### config.mk
export PLATFORM = sky130hd
export DESIGN_NAME = dma_bus_master
export DESIGN_NICKNAME = d
export VERILOG_FILES = /design/src/rtl/dmb_pkg.sv /design/src/rtl/dmb_acquire.sv /design/src/rtl/dmb_cycle.sv /design/src/rtl/dma_bus_master.sv
export SDC_FILE = /design/constraint.sdc
export NUM_CORES = 1
export LEC_CHECK = 0
export BUFFER_PORTS_ARGS = -buffer_cell sky130_fd_sc_hd__buf_2
export CAP_MARGIN = 20
export CORE_MARGIN = 1
export CORE_UTILIZATION = 45
export CTS_CLUSTER_DIAMETER = 30
export CTS_CLUSTER_SIZE = 8
export DETAILED_ROUTE_END_ITERATION = 10
export PLACE_DENSITY = 0.71
export SYNTH_ARGS = -nofsm -noshare
export SYNTH_HDL_FRONTEND = slang
export SYNTH_SLANG_ARGS = --single-unit
### constraint.sdc
create_clock -name clk -period 2.55 [get_ports clk]
set_input_delay 0.255 -clock clk [delete_from_list [all_inputs] [get_ports clk]]
set_output_delay 0.255 -clock clk [all_outputs]
set_load 0.01 [all_outputs]
### src/rtl/dmb_pkg.sv
package dmb_pkg;
  typedef enum logic [1:0] {A_IDLE, A_REQ, A_OWN} acq_state_t;
  typedef enum logic [1:0] {C_IDLE, C_SETUP, C_SYNC, C_END} cyc_state_t;
  typedef enum logic [1:0] {B_IDLE, B_ACQ, B_ISSUE, B_WAIT} burst_state_t;
endpackage

### src/rtl/dmb_acquire.sv
module dmb_acquire import dmb_pkg::*; (
  input  logic clk,
  input  logic rst,
  input  logic no_arb,
  input  logic want,
  input  logic drop,
  input  logic grant,
  output logic bus_req,
  output logic bus_sack,
  output logic owned
);
  acq_state_t st;

  always_ff @(posedge clk) begin
    if (rst) begin
      st       <= A_IDLE;
      bus_req  <= 1'b0;
      bus_sack <= 1'b0;
    end else begin
      case (st)
        A_IDLE: if (want) begin
          if (no_arb) st <= A_OWN;
          else begin
            bus_req <= 1'b1;
            st      <= A_REQ;
          end
        end
        A_REQ: if (grant) begin
          bus_req  <= 1'b0;
          bus_sack <= 1'b1;
          st       <= A_OWN;
        end
        A_OWN: if (drop) begin
          bus_sack <= 1'b0;
          st       <= A_IDLE;
        end
        default: st <= A_IDLE;
      endcase
    end
  end

  assign owned = (st == A_OWN);
endmodule

### src/rtl/dmb_cycle.sv
module dmb_cycle import dmb_pkg::*; #(
  parameter int AW = 18,
  parameter int DW = 16,
  parameter int SETUP_CLKS = 2,
  parameter int TIMEOUT_CLKS = 64
) (
  input  logic          clk,
  input  logic          rst,
  input  logic          start,
  input  logic [AW-1:0] addr,
  input  logic          wr,
  input  logic [DW-1:0] wdata,
  input  logic          ssync,
  input  logic [DW-1:0] din,
  output logic [AW-1:0] bus_addr,
  output logic          bus_write,
  output logic [DW-1:0] bus_dout,
  output logic          bus_drive,
  output logic          bus_dout_en,
  output logic          msync,
  output logic [DW-1:0] rdata,
  output logic          cyc_done,
  output logic          cyc_err
);
  localparam int CMAX = (TIMEOUT_CLKS > SETUP_CLKS) ? TIMEOUT_CLKS : SETUP_CLKS;
  localparam int CNTW = $clog2(CMAX + 1);
  localparam logic [CNTW-1:0] SET_LAST = CNTW'(SETUP_CLKS - 1);
  localparam logic [CNTW-1:0] TO_LAST  = CNTW'(TIMEOUT_CLKS - 1);

  cyc_state_t      st;
  logic [CNTW-1:0] cnt;

  always_ff @(posedge clk) begin
    if (rst) begin
      st          <= C_IDLE;
      cnt         <= '0;
      bus_addr    <= '0;
      bus_write   <= 1'b0;
      bus_dout    <= '0;
      bus_drive   <= 1'b0;
      bus_dout_en <= 1'b0;
      msync       <= 1'b0;
      rdata       <= '0;
      cyc_done    <= 1'b0;
      cyc_err     <= 1'b0;
    end else begin
      cyc_done <= 1'b0;
      cyc_err  <= 1'b0;
      case (st)
        C_IDLE: if (start) begin
          bus_addr    <= addr;
          bus_write   <= wr;
          bus_dout    <= wdata;
          bus_drive   <= 1'b1;
          bus_dout_en <= wr;
          cnt         <= '0;
          st          <= C_SETUP;
        end
        C_SETUP: begin
          if (cnt == SET_LAST) begin
            msync <= 1'b1;
            cnt   <= '0;
            st    <= C_SYNC;
          end else begin
            cnt <= cnt + 1'b1;
          end
        end
        C_SYNC: begin
          if (ssync) begin
            if (!bus_write) rdata <= din;
            msync <= 1'b0;
            st    <= C_END;
          end else if (cnt == TO_LAST) begin
            msync       <= 1'b0;
            bus_drive   <= 1'b0;
            bus_dout_en <= 1'b0;
            cyc_done    <= 1'b1;
            cyc_err     <= 1'b1;
            st          <= C_IDLE;
          end else begin
            cnt <= cnt + 1'b1;
          end
        end
        C_END: if (!ssync) begin
          bus_drive   <= 1'b0;
          bus_dout_en <= 1'b0;
          cyc_done    <= 1'b1;
          st          <= C_IDLE;
        end
        default: st <= C_IDLE;
      endcase
    end
  end
endmodule

### src/rtl/dma_bus_master.sv
module dma_bus_master import dmb_pkg::*; #(
  parameter int AW = 18,
  parameter int DW = 16,
  parameter int CW = 16,
  parameter int SETUP_CLKS = 2,
  parameter int TIMEOUT_CLKS = 64
) (
  input  logic          clk,
  input  logic          rst,
  input  logic          cfg_no_arb,
  input  logic          req_valid,
  output logic          req_ready,
  input  logic [AW-1:0] req_addr,
  input  logic [CW-1:0] req_count,
  input  logic          req_write,
  input  logic [DW-1:0] wr_data,
  output logic          wr_ack,
  output logic [DW-1:0] rd_data,
  output logic          rd_valid,
  output logic          done,
  output logic          done_err,
  output logic [AW-1:0] err_addr,
  output logic          bus_req,
  input  logic          bus_grant,
  output logic          bus_sack,
  output logic          bus_drive,
  output logic [AW-1:0] bus_addr,
  output logic          bus_write,
  output logic [DW-1:0] bus_dout,
  output logic          bus_dout_en,
  output logic          bus_msync,
  input  logic          bus_ssync,
  input  logic [DW-1:0] bus_din
);
  localparam logic [AW-1:0] WORD_STEP = AW'(2);
  localparam logic [CW-1:0] ONE_LEFT  = CW'(1);

  burst_state_t  st;
  logic [AW-1:0] cur_addr;
  logic [CW-1:0] left;
  logic          wr_r;
  logic          owned, acq_want, acq_drop, last_word;
  logic          cyc_start, cyc_done, cyc_err;

  assign last_word = (left == ONE_LEFT);
  assign acq_want  = (st == B_IDLE) && req_valid && (req_count != '0);
  assign acq_drop  = (st == B_WAIT) && cyc_done && (cyc_err || last_word);
  assign cyc_start = (st == B_ISSUE);
  assign req_ready = (st == B_IDLE);
  assign wr_ack    = cyc_start && wr_r;
  assign rd_valid  = cyc_done && !cyc_err && !wr_r;

  dmb_acquire u_acq (
    .clk(clk), .rst(rst), .no_arb(cfg_no_arb), .want(acq_want), .drop(acq_drop),
    .grant(bus_grant), .bus_req(bus_req), .bus_sack(bus_sack), .owned(owned)
  );

  dmb_cycle #(.AW(AW), .DW(DW), .SETUP_CLKS(SETUP_CLKS), .TIMEOUT_CLKS(TIMEOUT_CLKS)) u_cyc (
    .clk(clk), .rst(rst), .start(cyc_start), .addr(cur_addr), .wr(wr_r), .wdata(wr_data),
    .ssync(bus_ssync), .din(bus_din), .bus_addr(bus_addr), .bus_write(bus_write),
    .bus_dout(bus_dout), .bus_drive(bus_drive), .bus_dout_en(bus_dout_en),
    .msync(bus_msync), .rdata(rd_data), .cyc_done(cyc_done), .cyc_err(cyc_err)
  );

  always_ff @(posedge clk) begin
    if (rst) begin
      st       <= B_IDLE;
      cur_addr <= '0;
      left     <= '0;
      wr_r     <= 1'b0;
      done     <= 1'b0;
      done_err <= 1'b0;
      err_addr <= '0;
    end else begin
      done <= 1'b0;
      case (st)
        B_IDLE: if (req_valid) begin
          cur_addr <= req_addr;
          left     <= req_count;
          wr_r     <= req_write;
          if (req_count == '0) begin
            done     <= 1'b1;
            done_err <= 1'b0;
          end else begin
            st <= B_ACQ;
          end
        end
        B_ACQ:   if (owned) st <= B_ISSUE;
        B_ISSUE: st <= B_WAIT;
        B_WAIT: if (cyc_done) begin
          if (cyc_err) begin
            done     <= 1'b1;
            done_err <= 1'b1;
            err_addr <= cur_addr;
            st       <= B_IDLE;
          end else begin
            cur_addr <= cur_addr + WORD_STEP;
            left     <= left - 1'b1;
            if (last_word) begin
              done     <= 1'b1;
              done_err <= 1'b0;
              st       <= B_IDLE;
            end else begin
              st <= B_ISSUE;
            end
          end
        end
        default: st <= B_IDLE;
      endcase
    end
  end
endmodule

After elaboration in Yosys (flattened, before gate mapping):

Cells that the tools add are included.

* memory bits (read-only): 0
* RAM bits: 0
* flip-flop bits (word level): 126
* word-level logic and storage cells: 155
* memories kept: 0
* bits in latches: 0
* input port bits: 73

* multiply operators: 0
* divide/modulo/power cells: 0
* magnitude comparators: 0
* multiplexer cells: 64
* $add $sub $neg: 3
* shift-type cells: 0
* reduce and logical (&&, ||, !) cells: 36
* bitwise logic cells: 2
* equal/unequal tests: 29

Operators with widths (count)
* 18-bit two-way mux: 3
* 16-bit two-way mux: 3
* 18-bit one-hot mux with 2 select lines: 1
* 16-bit one-hot mux with 2 select lines: 1
* 2-bit two-way mux: 15
* 7-bit two-way mux: 4
* 1-bit two-way mux: 25
* 2-bit inequality test (second input constant): 11
* 7-bit one-hot mux with 3 select lines: 1
* 4-bit AND reduction: 5
* 18-bit by 2-bit adder with 18-bit output (second input constant): 1
* 16-bit by 1-bit equality test with 1-bit output (second input constant): 1
* 16-bit logical NOT: 1
* 2-bit one-hot mux with 4 select lines: 2
* 16-bit nonzero test: 1
* 16-bit by 1-bit subtractor with 16-bit output (second input constant): 1
* 3-bit AND reduction: 5
* 1-bit one-hot mux with 2 select lines: 6
* 2-bit equality test (second input constant): 5
* 2-bit by 1-bit inequality test with 1-bit output (second input constant): 5
* 5-bit AND reduction: 2
* 2-bit nonzero test: 4
* 7-bit by 1-bit adder with 7-bit output (second input constant): 1
* 7-bit by 1-bit equality test with 1-bit output (second input constant): 1
* 13 further kinds: 29

Logic depth before layout (Yosys ltp):

* depth after elaboration: 5
* mapped depth: 9
* mapped depth without buffers: 7

Modules after synthesis:

From an unflattened synthesis, not the netlist that was laid out.

* cells, all modules: 772
* area, all modules: 5960.7 um^2

Modules (own cells, without submodules)
* dma_bus_master: times used 1, seq. area each 1141.1 um^2, cells each 422, area an instance 3138.0 um^2
* dmb_cycle: times used 1, seq. area each 1301.2 um^2, cells each 331, area an instance 2627.5 um^2
* dmb_acquire: times used 1, seq. area each 80.1 um^2, cells each 19, area an instance 195.2 um^2

Worst setup path after synthesis:

No wires, ideal clock.

* path kind: flip-flop to flip-flop
* start point: reg st[1]
* end point: reg cur_addr[9]
* cell stages (with the launch flop): 9
* data required time: 2.431 ns
* data arrival time: 1.868 ns
* clock period less this slack: 1.987 ns
* buffers on the path: 2
* path slack: 0.563 ns
* path through: dfxtp_1 > inv_1 > ha_1 > buf_2 > mux2i_1 > a21o_1 > clkbuf_1 > a21oi_1 > o221a_2

* longest elaborated chain between the ends: 3
* elaborated cells between the ends (all ways): 8
* those cells by class: 4 x eq/ne; 1 x mux; 3 x reduce/logical

Ends and longest elaborated chain
* start: declaration: line dma_bus_master.sv:38 `burst_state_t st;`
* start signal: assignment: line dma_bus_master.sv:67 `st <= B_IDLE;`
* start signal: assignment: line dma_bus_master.sv:85 `st <= B_ACQ;`
* start signal: assignment: line dma_bus_master.sv:88 `B_ACQ: if (owned) st <= B_ISSUE;`
* 2-bit logical NOT (*)
* via req_ready: line dma_bus_master.sv:12 `output logic req_ready,`
* 2-bit inequality test (no source line) / 2-bit nonzero test (equally long branches)
* 4-bit AND reduction (no source line)
* end signal: assignment: line dma_bus_master.sv:78 `cur_addr <= req_addr;`
* end signal: assignment: line dma_bus_master.sv:97 `cur_addr <= cur_addr + WORD_STEP;`
* end: declaration: line dma_bus_master.sv:39 `logic [AW-1:0] cur_addr;`

Mark *: on every way through the listed nets, which the timed path passes. The rest lies on a longest branch.
A chain may end at the register's enable or synchronous reset.

Worst setup path after layout:

* start point: reg st[0]
* end point: reg left[3]

* longest elaborated chain between the ends: 3
* elaborated cells between the ends (all ways): 8
* those cells by class: 4 x eq/ne; 1 x mux; 3 x reduce/logical

Ends and longest elaborated chain
* 2-bit equality test / 2-bit logical NOT (equally long branches): line dma_bus_master.sv:76 `case (st)`
* 2-bit inequality test (no source line) (tied with other cells)
* 4-bit AND reduction (no source line)
* end signal: assignment: line dma_bus_master.sv:79 `left <= req_count;`
* end signal: assignment: line dma_bus_master.sv:98 `left <= left - 1'b1;`
* end: declaration: line dma_bus_master.sv:40 `logic [CW-1:0] left;`

Parallel ways exist; a longest one is shown, timed or not.

==> impl_metrics.yaml <==
placed_design:
  io_buffers: 151
  placed_area_sq_mm: 0.00679
  hpwl_microns: 10600
  gp_congestion: 0.866
synthesis:
  synthArstFlopShare_pct: 0
  avgSynthCellArea_sq_um: 7.79
  post-synth-top-area-fraction_pct: 42.9
  synth.area.top_cells: "dfxtp_1 43%, nand2_1 12%, a21oi_1 9.1%"
  syn_area_sq_mm: 0.00588
  synth_edf_count: 0
  synth_warnings: 0
  synth-seq-cells: 126
  yosysMostFrequentCell: "nand2_1"
  synth.distinct_cells: 70
  synth_cells: 755
  synthTopCellsByCount: "191 x nand2_1, 126 x dfxtp_1, 107 x a21oi_1"
  synth_seq_area_share_pct: 42.9
  synth_top_flop_cell: "dfxtp_1"
  syn-num-nets: 844
  yosys.area.top_type: "dfxtp_1"
finish:
  drive_gt1_share_pct: 24.2
  multi_input_area_sq_mm: 0.00311
  final_area_sq_mm: 0.00742
  diodes: 0
  fillers: 1200
  ff_latch_area_sq_mm: 0.00252
  area_growth_syn_to_layout_pct: 26.3
  fin_nets: 977
grt:
  grt_util_all_layers_pct: 23.8
  grt_pass1_vias: 5089
  grt_overflow: 0
  grt_pass1_wl_microns: 25100
  antenna_found_initial: 0
  grt_max_degree: 80
floorplan:
  die_y_microns: 116
  core_sq_mm: 0.0127
  die_x_microns: 116
  rows: 41
  start_util_pct: 46.4
  dieArea_sq_mm: 0.0135
  ios: 152
routing:
  via_per_inst: 5.36
  wl_microns: 15500
  firstDrtPassIters: 5
  vias: 5748
  ant_nets: 0
  post_drt_wl_per_cell_microns: 14.5
  drt-initial-drc-count: 380
  detail_route.drc_violations: 0
timing:
  rsz0062_at_grt: "no"
  worstMarginPinSlew_ns: 0.750
  fin_crit_ns: 2.30
  setup_viol: 0
  max_slew_margin_pct: 49.9
  maxSlewViolCount: 0
  fin_crit_sh_pct: 90.1
  fin_tns_setup_ns: 0
  fin_worst_skew_ns: 0.00678
  timing.fmax_mhz: 435
  hold_viol: 0
cts:
  clock_latency_ns: 0.41
  htreeDepth: 4
  numCtsBuffers: 17
  clk_pin_slew_ns: 0.06
  ctsResizeCount: 0
  cts_hold_buf: 0
  post_cts_buffers: 0
  cts-root-buf: "clkbuf_16"
  clock_path_buffers: 2
  clkSinkCount: 126
  cts_tree: "done"
pwr:
  p_seq_share_pct: 36.1
  peakVddDrop_v: 0.000484
  power.total_w: 0.00703
  p_comb_share_pct: 26.4
  power_density_mw_per_mm2: 948
  intPower_w: 0.00473
  switching_share_pct: 32.7
  clockPowerShare_pct: 37.4
  leakage_nw: 2.99
  netSwitchingPower_w: 0.00230
critical_path:
  crit_type: "flop to flop"
  worstPathMaxFanout: 12
  cp.arrival_ns: 2.59
  cp-end-kind: "flop"
  crit_required_ns: 2.84
  startpoint_type: "flop"
outcome:
  status: "complete, no violations"
worst_hold_path:
  min_path_type: "input port to flop"
run:
  drv_cap: 0
==> through the flow <==
stage | instances | utilization (%) | worst slack (ns) | hold WS, ns
final | 1072 | 58.6 | 0.252 | 0.0753
after global placement | 1041 | 53.5 | 0.373 | 0.439
after CTS | 1072 | 58.6 | 0.259 | 0.0627
after global routing | 1072 | 58.6 | 0.0937 | 0.0690
after detailed placement | 1041 | 53.5 | 0.291 | 0.443
after floorplan | 755 | - | 0.563 | 0.391
==> critical path, cell delays in order, from the launching register on <==
cell     delay, ns
dfxtp_1       0.33
inv_1         0.13
ha_1          0.35
mux2i_1       0.40
a21o_1        0.37
buf_4         0.26
a21oi_1       0.06
o22ai_1       0.19
a21oi_1       0.09
==> cell families (layout without fill, tap and decap cells) <==
family / after synthesis / after routing / share of synthesized area [%]
simple gates: 328 / 328 / 25.8
compound gates: 216 / 216 / 23.1
flops: 126 / 126 / 42.9
buf+inv: 66 / 211 / 4.28
fa+ha+maj: 16 / 16 / 3.41
mux: 3 / 3 / 0.511
==> cell type report <==
cell class / count / area share (%)
Timing Repair Buffer: 164 / 11.9
Inverter: 16 / 0.809
Tap cell: 172 / 2.90
Multi-Input combinational cell: 563 / 41.9
Clock buffer: 20 / 6.02
Sequential cell: 126 / 34.0
Clock inverter: 11 / 2.56
==> power by group through the flow <==
stage | Sequential [W] | Clock, W | Combinational, W
after floorplan | 0.00251 | 0 | 0.00136
after global placement | 0.00257 | 0 | 0.00184
after detailed placement | 0.00257 | 0 | 0.00184
after CTS | 0.00254 | 0.00267 | 0.00186
after global routing | 0.00259 | 0.00278 | 0.00209
final | 0.00254 | 0.00263 | 0.00186
==> layer usage <==
layer / wire length (microns) / global-route usage (%) / vias to the layer above
met5: 0 / 0 / -
met4: 281 / 10.4 / 0
met3: 918 / 5.81 / 24
met2: 7050 / 37.7 / 179
met1: 7280 / 30.9 / 2624
li1: - / - / 2921
==> flip-flops by register name (all words and copies together), names as in the netlist, 2 cells and up <==
signal / flops
err_addr: 18
cur_addr: 18
u_cyc.bus_dout: 16
st: 2
u_cyc.bus_addr: 18
u_cyc.rdata: 16
u_acq.st: 2
u_cyc.st: 2
left: 16
u_cyc.cnt: 7
==> path summary, 6_finish.rpt <==
kind / end / slack (ns) / startpoint / depth (start not counted)
worst max-delay path: left[3] / 0.25 / st[0] / 8
worst min-delay path: u_cyc.bus_dout[12] / 0.08 / wr_data[12] / 3
worst max register to register: left[3] / 0.25 / st[0] / 8
worst min register to register: u_cyc.bus_addr[10] / 0.45 / u_cyc.bus_addr[10] / 2
==> placed cells by master, fill, tap and decap left out, drive strengths merged, types with 8 or more instances in the layout <==
cell type	synthesis	final
ha	16	16
dfxtp	126	126
nand3	16	16
o21ai	26	26
nor2	38	38
a211oi	12	12
or2	8	8
buf	11	164
nor2b	8	8
inv	14	14
a21oi	108	108
nand2	191	191
clkbuf	39	20
nor3	17	17
nor4	9	9
(Power assumes the default switching activity.)
